===== config.mk =====
export PLATFORM = sky130hd
export DESIGN_NAME = adc_ctrl
export DESIGN_NICKNAME = d
export VERILOG_FILES = /design/src/rtl/adc_ctrl_pkg.sv /design/src/rtl/adc_ctrl_settle.sv /design/src/rtl/adc_ctrl_seq.sv /design/src/rtl/adc_ctrl_regs.sv /design/src/rtl/adc_ctrl.sv
export SDC_FILE = /design/constraint.sdc
export NUM_CORES = 1
export LEC_CHECK = 0
export BUFFER_PORTS_ARGS = -buffer_cell sky130_fd_sc_hd__buf_2
export CAP_MARGIN = 10
export CORE_UTILIZATION = 52
export DETAILED_ROUTE_END_ITERATION = 12
export GPL_ROUTABILITY_DRIVEN = 0
export PLACE_DENSITY = 0.9
export SYNTH_ARGS = -nofsm -noshare
export SYNTH_HDL_FRONTEND = slang
export SYNTH_SLANG_ARGS = --single-unit

===== constraint.sdc =====
create_clock -name clk -period 2 [get_ports clk]
set_input_delay 0.4 -clock clk [delete_from_list [all_inputs] [get_ports clk]]
set_output_delay 0.4 -clock clk [all_outputs]
set_load 0.01 [all_outputs]

===== src/rtl/adc_ctrl_pkg.sv =====
package adc_ctrl_pkg;

  // register byte offsets
  localparam int unsigned OFS_CFG  = 32'h00;
  localparam int unsigned OFS_DATA = 32'h04;
  localparam int unsigned OFS_EOC  = 32'h08;
  localparam int unsigned OFS_SAMP = 32'h0C;
  localparam int unsigned OFS_PWR  = 32'h10;
  localparam int unsigned OFS_DBG  = 32'h14;
  localparam int unsigned OFS_CNT  = 32'h20;

  // configuration word bit positions
  localparam int unsigned CFG_RUN_BIT    = 4;
  localparam int unsigned CFG_SINGLE_BIT = 5;

  function automatic logic [31:0] pack_cfg(input logic [7:0] chan, input logic run,
                                           input logic single);
    logic [31:0] w;
    w = 32'(chan);
    w[CFG_RUN_BIT] = run;
    w[CFG_SINGLE_BIT] = single;
    return w;
  endfunction

  function automatic logic [31:0] pack_dbg(input logic pend, input logic busy,
                                           input logic settled);
    return {29'd0, settled, busy, pend};
  endfunction

endpackage


===== src/rtl/adc_ctrl_settle.sv =====
module adc_ctrl_settle #(
  parameter int unsigned SETTLE_CYCLES = 8
) (
  input  logic clk,
  input  logic rst_n,
  input  logic pwr_on,
  output logic settled
);
  localparam int unsigned CW = $clog2(SETTLE_CYCLES + 1);
  localparam logic [CW-1:0] LIMIT = CW'(SETTLE_CYCLES);

  logic [CW-1:0] cnt;

  always_ff @(posedge clk or negedge rst_n) begin
    if (!rst_n)              cnt <= '0;
    else if (!pwr_on)        cnt <= '0;
    else if (cnt != LIMIT)   cnt <= cnt + 1'b1;
  end

  assign settled = pwr_on && (cnt == LIMIT);
endmodule


===== src/rtl/adc_ctrl_seq.sv =====
module adc_ctrl_seq #(
  parameter int unsigned CH_W  = 3,
  parameter int unsigned RES_W = 10,
  parameter int unsigned CNT_W = 16
) (
  input  logic             clk,
  input  logic             rst_n,
  input  logic             settled,
  input  logic [CH_W-1:0]  cfg_chan,
  input  logic             cfg_single,
  input  logic             start_wr,
  input  logic             stop_wr,
  input  logic             abort,
  input  logic             conv_done,
  input  logic [RES_W-1:0] conv_result,
  output logic             issue,
  output logic             accept_done,
  output logic             run,
  output logic             pend,
  output logic             busy,
  output logic             eoc,
  output logic [CH_W-1:0]  samp_chan,
  output logic [RES_W-1:0] data,
  output logic [CNT_W-1:0] count
);
  logic [CH_W-1:0] issued_chan;

  assign issue       = pend && settled && !busy;
  assign accept_done = conv_done && busy && !abort;

  always_ff @(posedge clk or negedge rst_n) begin
    if (!rst_n) begin
      run <= 1'b0; pend <= 1'b0; busy <= 1'b0; eoc <= 1'b0;
      issued_chan <= '0; samp_chan <= '0; data <= '0; count <= '0;
    end else if (abort) begin
      run <= 1'b0; pend <= 1'b0; busy <= 1'b0; eoc <= 1'b0;
    end else begin
      if (accept_done) begin
        busy      <= 1'b0;
        eoc       <= 1'b1;
        data      <= conv_result;
        samp_chan <= issued_chan;
        count     <= count + 1'b1;
        if (cfg_single) run  <= 1'b0;
        else if (run)   pend <= 1'b1;
      end
      if (issue) begin
        busy        <= 1'b1;
        pend        <= 1'b0;
        issued_chan <= cfg_chan;
      end
      if (start_wr) begin
        run  <= 1'b1;
        pend <= 1'b1;
        eoc  <= 1'b0;
      end
      if (stop_wr) begin
        run  <= 1'b0;
        pend <= 1'b0;
      end
    end
  end
endmodule


===== src/rtl/adc_ctrl_regs.sv =====
module adc_ctrl_regs
  import adc_ctrl_pkg::*;
#(
  parameter int unsigned ADDR_W = 8,
  parameter int unsigned DATA_W = 32,
  parameter int unsigned CH_W   = 3,
  parameter int unsigned RES_W  = 10,
  parameter int unsigned CNT_W  = 16
) (
  input  logic              clk,
  input  logic              rst_n,
  input  logic              bus_wr,
  input  logic              bus_rd,
  input  logic [ADDR_W-1:0] bus_addr,
  input  logic [DATA_W-1:0] bus_wdata,
  output logic [DATA_W-1:0] bus_rdata,
  input  logic              run,
  input  logic              pend,
  input  logic              busy,
  input  logic              eoc,
  input  logic              settled,
  input  logic [CH_W-1:0]   samp_chan,
  input  logic [RES_W-1:0]  data,
  input  logic [CNT_W-1:0]  count,
  output logic [CH_W-1:0]   cfg_chan,
  output logic              cfg_single,
  output logic              pwr_on,
  output logic              start_wr,
  output logic              stop_wr,
  output logic              abort
);
  logic wr_cfg, wr_pwr;
  logic [DATA_W-1:0] rd_val;
  logic unused_wdata;

  assign unused_wdata = ^bus_wdata;
  assign wr_cfg   = bus_wr && (bus_addr == ADDR_W'(OFS_CFG));
  assign wr_pwr   = bus_wr && (bus_addr == ADDR_W'(OFS_PWR));
  assign start_wr = wr_cfg && bus_wdata[CFG_RUN_BIT] && pwr_on;
  assign stop_wr  = wr_cfg && !bus_wdata[CFG_RUN_BIT];
  assign abort    = wr_pwr && !bus_wdata[0];

  always_ff @(posedge clk or negedge rst_n) begin
    if (!rst_n) begin
      cfg_chan <= '0; cfg_single <= 1'b0; pwr_on <= 1'b0;
    end else begin
      if (wr_cfg) begin
        cfg_chan   <= bus_wdata[CH_W-1:0];
        cfg_single <= bus_wdata[CFG_SINGLE_BIT];
      end
      if (wr_pwr) pwr_on <= bus_wdata[0];
    end
  end

  always_comb begin
    case (bus_addr)
      ADDR_W'(OFS_CFG):  rd_val = DATA_W'(pack_cfg(8'(cfg_chan), run, cfg_single));
      ADDR_W'(OFS_DATA): rd_val = DATA_W'(data);
      ADDR_W'(OFS_EOC):  rd_val = DATA_W'(eoc);
      ADDR_W'(OFS_SAMP): rd_val = DATA_W'(samp_chan);
      ADDR_W'(OFS_PWR):  rd_val = DATA_W'(pwr_on);
      ADDR_W'(OFS_DBG):  rd_val = DATA_W'(pack_dbg(pend, busy, settled));
      ADDR_W'(OFS_CNT):  rd_val = DATA_W'(count);
      default:           rd_val = '0;
    endcase
  end

  always_ff @(posedge clk or negedge rst_n) begin
    if (!rst_n)      bus_rdata <= '0;
    else if (bus_rd) bus_rdata <= rd_val;
  end
endmodule


===== src/rtl/adc_ctrl.sv =====
module adc_ctrl #(
  parameter int unsigned ADDR_W        = 8,
  parameter int unsigned DATA_W        = 32,
  parameter int unsigned CH_W          = 3,
  parameter int unsigned RES_W         = 10,
  parameter int unsigned CNT_W         = 16,
  parameter int unsigned SETTLE_CYCLES = 8
) (
  input  logic              clk,
  input  logic              rst_n,
  input  logic              bus_wr,
  input  logic              bus_rd,
  input  logic [ADDR_W-1:0] bus_addr,
  input  logic [DATA_W-1:0] bus_wdata,
  output logic [DATA_W-1:0] bus_rdata,
  output logic              conv_pwr,
  output logic              conv_start,
  output logic [CH_W-1:0]   conv_chan,
  input  logic              conv_done,
  input  logic [RES_W-1:0]  conv_result
);
  logic pwr_on, settled, issue, accept_done, abort, start_wr, stop_wr;
  logic run, pend, busy, eoc, cfg_single;
  logic [CH_W-1:0]  cfg_chan, samp_chan;
  logic [RES_W-1:0] data;
  logic [CNT_W-1:0] count;

  adc_ctrl_regs #(
    .ADDR_W(ADDR_W), .DATA_W(DATA_W), .CH_W(CH_W), .RES_W(RES_W), .CNT_W(CNT_W)
  ) regs_i (
    .clk(clk), .rst_n(rst_n), .bus_wr(bus_wr), .bus_rd(bus_rd), .bus_addr(bus_addr),
    .bus_wdata(bus_wdata), .bus_rdata(bus_rdata), .run(run), .pend(pend), .busy(busy),
    .eoc(eoc), .settled(settled), .samp_chan(samp_chan), .data(data), .count(count),
    .cfg_chan(cfg_chan), .cfg_single(cfg_single), .pwr_on(pwr_on), .start_wr(start_wr),
    .stop_wr(stop_wr), .abort(abort)
  );

  adc_ctrl_settle #(.SETTLE_CYCLES(SETTLE_CYCLES)) settle_i (
    .clk(clk), .rst_n(rst_n), .pwr_on(pwr_on), .settled(settled)
  );

  adc_ctrl_seq #(.CH_W(CH_W), .RES_W(RES_W), .CNT_W(CNT_W)) seq_i (
    .clk(clk), .rst_n(rst_n), .settled(settled), .cfg_chan(cfg_chan),
    .cfg_single(cfg_single), .start_wr(start_wr), .stop_wr(stop_wr), .abort(abort),
    .conv_done(conv_done), .conv_result(conv_result), .issue(issue),
    .accept_done(accept_done), .run(run), .pend(pend), .busy(busy), .eoc(eoc),
    .samp_chan(samp_chan), .data(data), .count(count)
  );

  assign conv_pwr   = pwr_on;
  assign conv_start = issue;
  assign conv_chan  = cfg_chan;
endmodule


== Word-level counts from Yosys, hierarchy flattened ==
Cells that the tools add are included.
Word-level totals
  register bits after elaboration: 77
  output and inout port bits: 37
  bits of input ports: 55
  word-level logic and storage cells: 73
Operators by class
  add/subtract/negate cells: 2
  reductions and logical operators: 26
  equal/unequal tests: 10
  bitwise operators: 1
  muxes and demuxes: 21
Operators by type and width (number)
  one-hot mux 16 bit (7 select lines): 1
  2-to-1 mux 1 bit: 18
  adder 16 x 1 -> 16 bit (second input constant): 1
  equality test 8 x 4 -> 1 bit (second input constant): 2
  equality test 8 x 5 -> 1 bit (second input constant): 2
  logical AND 1 bit: 11
  nonzero test 5 bit: 2
  equality test 8 x 3 -> 1 bit (second input constant): 1
  equality test 8 x 6 -> 1 bit (second input constant): 1
  zero test 8 bit: 1
  2-to-1 mux 4 bit: 2
  nonzero test 4 bit: 2
  AND reduction 2 bit: 3
  nonzero test 3 bit: 2
  inequality test 5 x 4 -> 1 bit (second input constant): 1
  adder 4 x 1 -> 4 bit (second input constant): 1
  equality test 4 bit (second input constant): 1
  zero test 1 bit: 4
  inequality test 4 bit (second input constant): 1
  AND reduction 3 bit: 1
  inequality test 2 x 1 -> 1 bit (second input constant): 1
  NOT 1 bit: 1

== Depth between registers and ports, before layout ==
  word-level depth: 10
  depth in mapped cells: 7
  depth with buffers taken out: 6

== Hierarchy ==
From an unflattened synthesis, not the netlist that was laid out.
Unflattened totals
  cell total of the unflattened synthesis: 304
  area, all modules: 3080.5 µm²
Modules (own cells, without submodules)
  adc_ctrl_seq: cells an instance 143, area an instance 1519.0 µm², times used 1, seq. area each 900.9 µm²
  adc_ctrl_regs: cells an instance 140, area an instance 1340.0 µm², times used 1, seq. area each 525.5 µm²
  adc_ctrl_settle: cells an instance 21, area an instance 221.5 µm², times used 1, seq. area each 100.1 µm²

== Least setup slack after synthesis ==
No wires, ideal clock.
  path kind: register to register
  start: reg settle_i.cnt[0]
  end: reg seq_i.issued_chan[0]
  slack: 0.145 ns
  library setup time: 0.128 ns
  arrival time: 1.727 ns
  required time: 1.872 ns
  stages on the path, launching flop included: 7
  buffers on the path: 0
  period minus slack after synthesis: 1.855 ns
  path through: dfrtp_1 inv_1 ha_1 nand4b_1 nor3b_1 nand2_1 mux2_1
Between the ends
  cells in the longest elaborated chain, start to end: 5
RTL lines
  start: declaration: RTL line adc_ctrl_settle.sv:12  | logic [CW-1:0] cnt;
  start signal: assignment: RTL line adc_ctrl_settle.sv:17  | else if (cnt != LIMIT) cnt <= cnt + 1'b1;
  equality test 4 bit: RTL line adc_ctrl_settle.sv:20  | assign settled = pwr_on && (cnt == LIMIT);
  logical AND 1 bit: RTL line adc_ctrl_settle.sv:20
  logical AND 1 bit (2 in a row): RTL line adc_ctrl_seq.sv:28  | assign issue = pend && settled && !busy;
  via conv_start: RTL line adc_ctrl.sv:17  | output logic conv_start,
  AND reduction 2 bit (no source line)
  end signal: assignment: RTL line adc_ctrl_seq.sv:50  | issued_chan <= cfg_chan;
  end: declaration: RTL line adc_ctrl_seq.sv:26  | logic [CH_W-1:0] issued_chan;
The timed path passes the listed nets, and every way through them passes these cells.
A chain may end at the register's enable or synchronous reset.

== Worst setup path in the final report ==
  start: reg settle_i.cnt[1]
  end: out conv_start
Between the ends
  cells in the longest elaborated chain, start to end: 4
RTL lines (RTL line)
  equality test 4 bit: adc_ctrl_settle.sv:20
  logical AND 1 bit: adc_ctrl_settle.sv:20
  logical AND 1 bit (2 in a row): adc_ctrl_seq.sv:28
  end: declaration: adc_ctrl.sv:17
No other way between the ends.

==> impl_metrics.toml <==
[route]
wl_per_cell_um = 16.3
vias = 2436
drc = 0
wl_um = 6830
drtPass1Iterations = 4
drtAntennaViolNets = 0
drt_iter0_drc = 230
post_drt_via_cell_ratio = 5.83

[clocking]
clk_pin_slew_worst_paths_ns = 0.07
clk_latency_ns = 0.34
clock_path_buffers = 2
cts_tree = "yes"
h-tree-depth = 3
cts_num_sinks = 61
cts_made_buffers = 9
cts_hold_buf = 0
cts_root_buf = "clkbuf_8"

[critical_path]
path_max_fanout = 3
crit_required_ns = 1.60
cp.arrival_ns = 1.54
crit_type = "reg -> out"
r2r_cells = 7
end_kind = "primary output"
start_kind = "flip-flop"
r2r_slack_ns = 0.26

[global_route]
grt_use_total_pct = 24.1
antenna_found_initial = 0
grt_pass1_wl_um = 11300
grt_pass1_vias = 2265
grt_overflow = 0
grt_max_degree = 62

[worst_hold_path]
holdCritPathClass = "in -> async"

[die]
dieArea_sq_um = 6260
dieWidth_um = 79.1
ioPinCount = 92
fp.dieH_um = 79.1
initial_core_util_pct = 55.2
core-area_sq_um = 5610
rows = 27

[finish]
drive_gt1_share_pct = 31.8
finalNetCount = 400
multi_input_area_sq_um = 1410
area_growth_pct = 17.7
final_cell_area_sq_um = 3640
regArea_sq_um = 1530
finalNonFillerCells = 418
insertedDiodeCount = 0
fillers = 439

[power]
power_density_nw_per_um2 = 701
p_leak_nw = 1.82
total_power_w = 0.00255
max-vdd-ir-drop_uv = 510

[timing]
worst-slew-pin-transition_ns = 0.529
slew_headroom_pct = 64.6
setup_viol = 0
finalCritPeriodShare_pct = 97.1
hold_viol = 0
grt_setup_unrepaired = "false"
finalCriticalPeriod_ns = 1.94
fmax_mhz = 515
slew_viol_final = 0
clock_skew_ns = 0.00961

[synthesis]
synthArstFlopShare_pct = 100
syn_area_sq_um = 3090
ys_ff_latch = 61
synth_ff_type = "dfrtp_1"
synth.yosys.seq_area_share_pct = 49.4
yosysWarnings = 0
synth_area_leaders = "dfrtp_1 (49%), mux2_2 (5.1%), buf_4 (4.1%)"
synth_cell_type_count = 49
syn_area_per_cell_sq_um = 11.0
synth_top_area_share_pct = 49.4
netlist_instances = 281
synth-edff-count = 0
synth_largest_area_cell = "dfrtp_1"

[placement]
dp_hpwl_um = 4680
portBuffers = 48
dp.cells = 401
placed_area_sq_um = 3420

[job]
drv_cap = 0

[outcome]
status = "complete, no violations"
==> report_power, final <==
group	switching, W	leakage, nW	internal, W
combinational	0.000121	0.900	0.0000720
sequential	0.0000123	0.827	0.00125
clock	0.000455	0.0968	0.000639
==> Yosys cell counts (all sizes together) (2+ instances only) <==
cell and count:
nor3 10, mux2i 4, xor2 14, o2bb2ai 8
a32oi 7, nand2 23, xnor2 3, inv 8
nand3b 2, nand4 5, and4 3, nor4 4
buf 24, or4 2, o22ai 2, nor3b 2
and2 5, a221oi 2, ha 3, dfrtp 61
nor2 16, mux2 23, nand3 7, and3 3
and4b 2, clkbuf 8, a21oi 8, o21ai 9
nor4b 4
==> final timing paths <==
path                                      start              endpoint
worst min-delay path                      rst_n    regs_i.cfg_chan[0]
max in group asynchronous                 rst_n         seq_i.data[9]
worst min register to register  seq_i.count[15]       seq_i.count[15]
worst max-delay path            settle_i.cnt[1]            conv_start
worst max register to register  settle_i.cnt[1]  seq_i.issued_chan[0]
min in group clk                   bus_wdata[5]     regs_i.cfg_single
==> final cells by class <==
cell class	count	area share, %
multi-input cells	195	38.6
inverters	8	0.825
clock buffers	14	4.47
well taps	72	2.47
clock inverters	1	0.825
flip-flops and latches	61	41.9
repair buffers	67	10.9
==> through the flow <==
step | worst slack [ns] | util (%) | setup TNS (ns) | hold WS [ns]
2_1_floorplan | 0.145 | - | 0 | 0.104
3_3_place_gp | -0.117 | 61.0 | -1.04 | 0.428
3_5_place_dp | -0.163 | 61.0 | -1.46 | 0.432
4_1_cts | 0.0227 | 64.7 | 0 | 0.0706
5_1_grt | 0.0146 | 64.9 | 0 | 0.0745
6_report | 0.0585 | 64.9 | 0 | 0.0536
==> repair_timing <==
| item | 4_1_cts | 5_1_grt |
|---|---|---|
| pin swaps | 1 | 1 |
| buffers inserted | 1 | 1 |
| setup endpoints to repair | 1 | 3 |
| gates resized for setup | 1 | 2 |
==> critical path, cell delays in order, from the launching register on <==
cell      delay, ns
dfrtp_1        0.41
inv_2          0.06
ha_1           0.15
nand4b_1       0.18
nor3b_2        0.23
buf_2          0.17
==> flip-flops by register name, indices dropped and copies added (netlist names), 3 cells and up <==
name               count
seq_i.data            10
regs_i.cfg_chan        3
seq_i.samp_chan        3
seq_i.count           16
regs_i.bus_rdata      16
seq_i.issued_chan      3
settle_i.cnt           4
==> routing by layer <==
layer | global-route usage (%) | vias to the layer above | part of all wire, % | wire length, um
li1 | - | 1104 | - | -
met1 | 32.8 | 1204 | 43 | 2960
met2 | 37.3 | 109 | 48 | 3270
met3 | 3.45 | 19 | 6.2 | 426
met4 | 13.1 | 0 | 2.4 | 167
met5 | 0 | - | 0 | 0
==> placed cells by master, fill, tap and decap left out, types with 2 or more instances in the layout <==
master	synthesis	final
ha_1	3	3
nand3b_1	2	2
o21ai_0	9	9
and2_1	5	5
o22ai_1	2	2
mux2i_1	4	4
dfrtp_1	61	61
a21oi_1	8	8
a221oi_1	2	2
clkbuf_8	0	11
and3_1	3	3
and4b_1	2	2
xor2_1	14	14
nand2_1	22	22
inv_1	8	7
clkbuf_1	8	3
xnor2_1	3	3
mux2_2	14	14
buf_4	17	18
o2bb2ai_1	8	8
nor4b_1	3	3
nor2_1	15	15
a32oi_1	7	7
nand3_1	7	7
buf_2	4	48
conb_1	1	16
mux2_4	8	8
and4_1	3	3
nor3_1	10	10
nor4_2	2	2
nand4_1	5	5
==> cells by family after synthesis <==
logic type | after synthesis | synth area share [%]
DFF | 61 | 49.4
muxes | 27 | 10.6
buffers and inverters | 40 | 7.32
adders and majority gates | 3 | 1.21
and+or+nand+nor | 90 | 17.0
AOI/OAI and AO/OA | 42 | 9.55
xor gates and xnor gates | 17 | 4.81
other | 1 | 0.121
No activity file was read; power rests on OpenSTA's default activity.
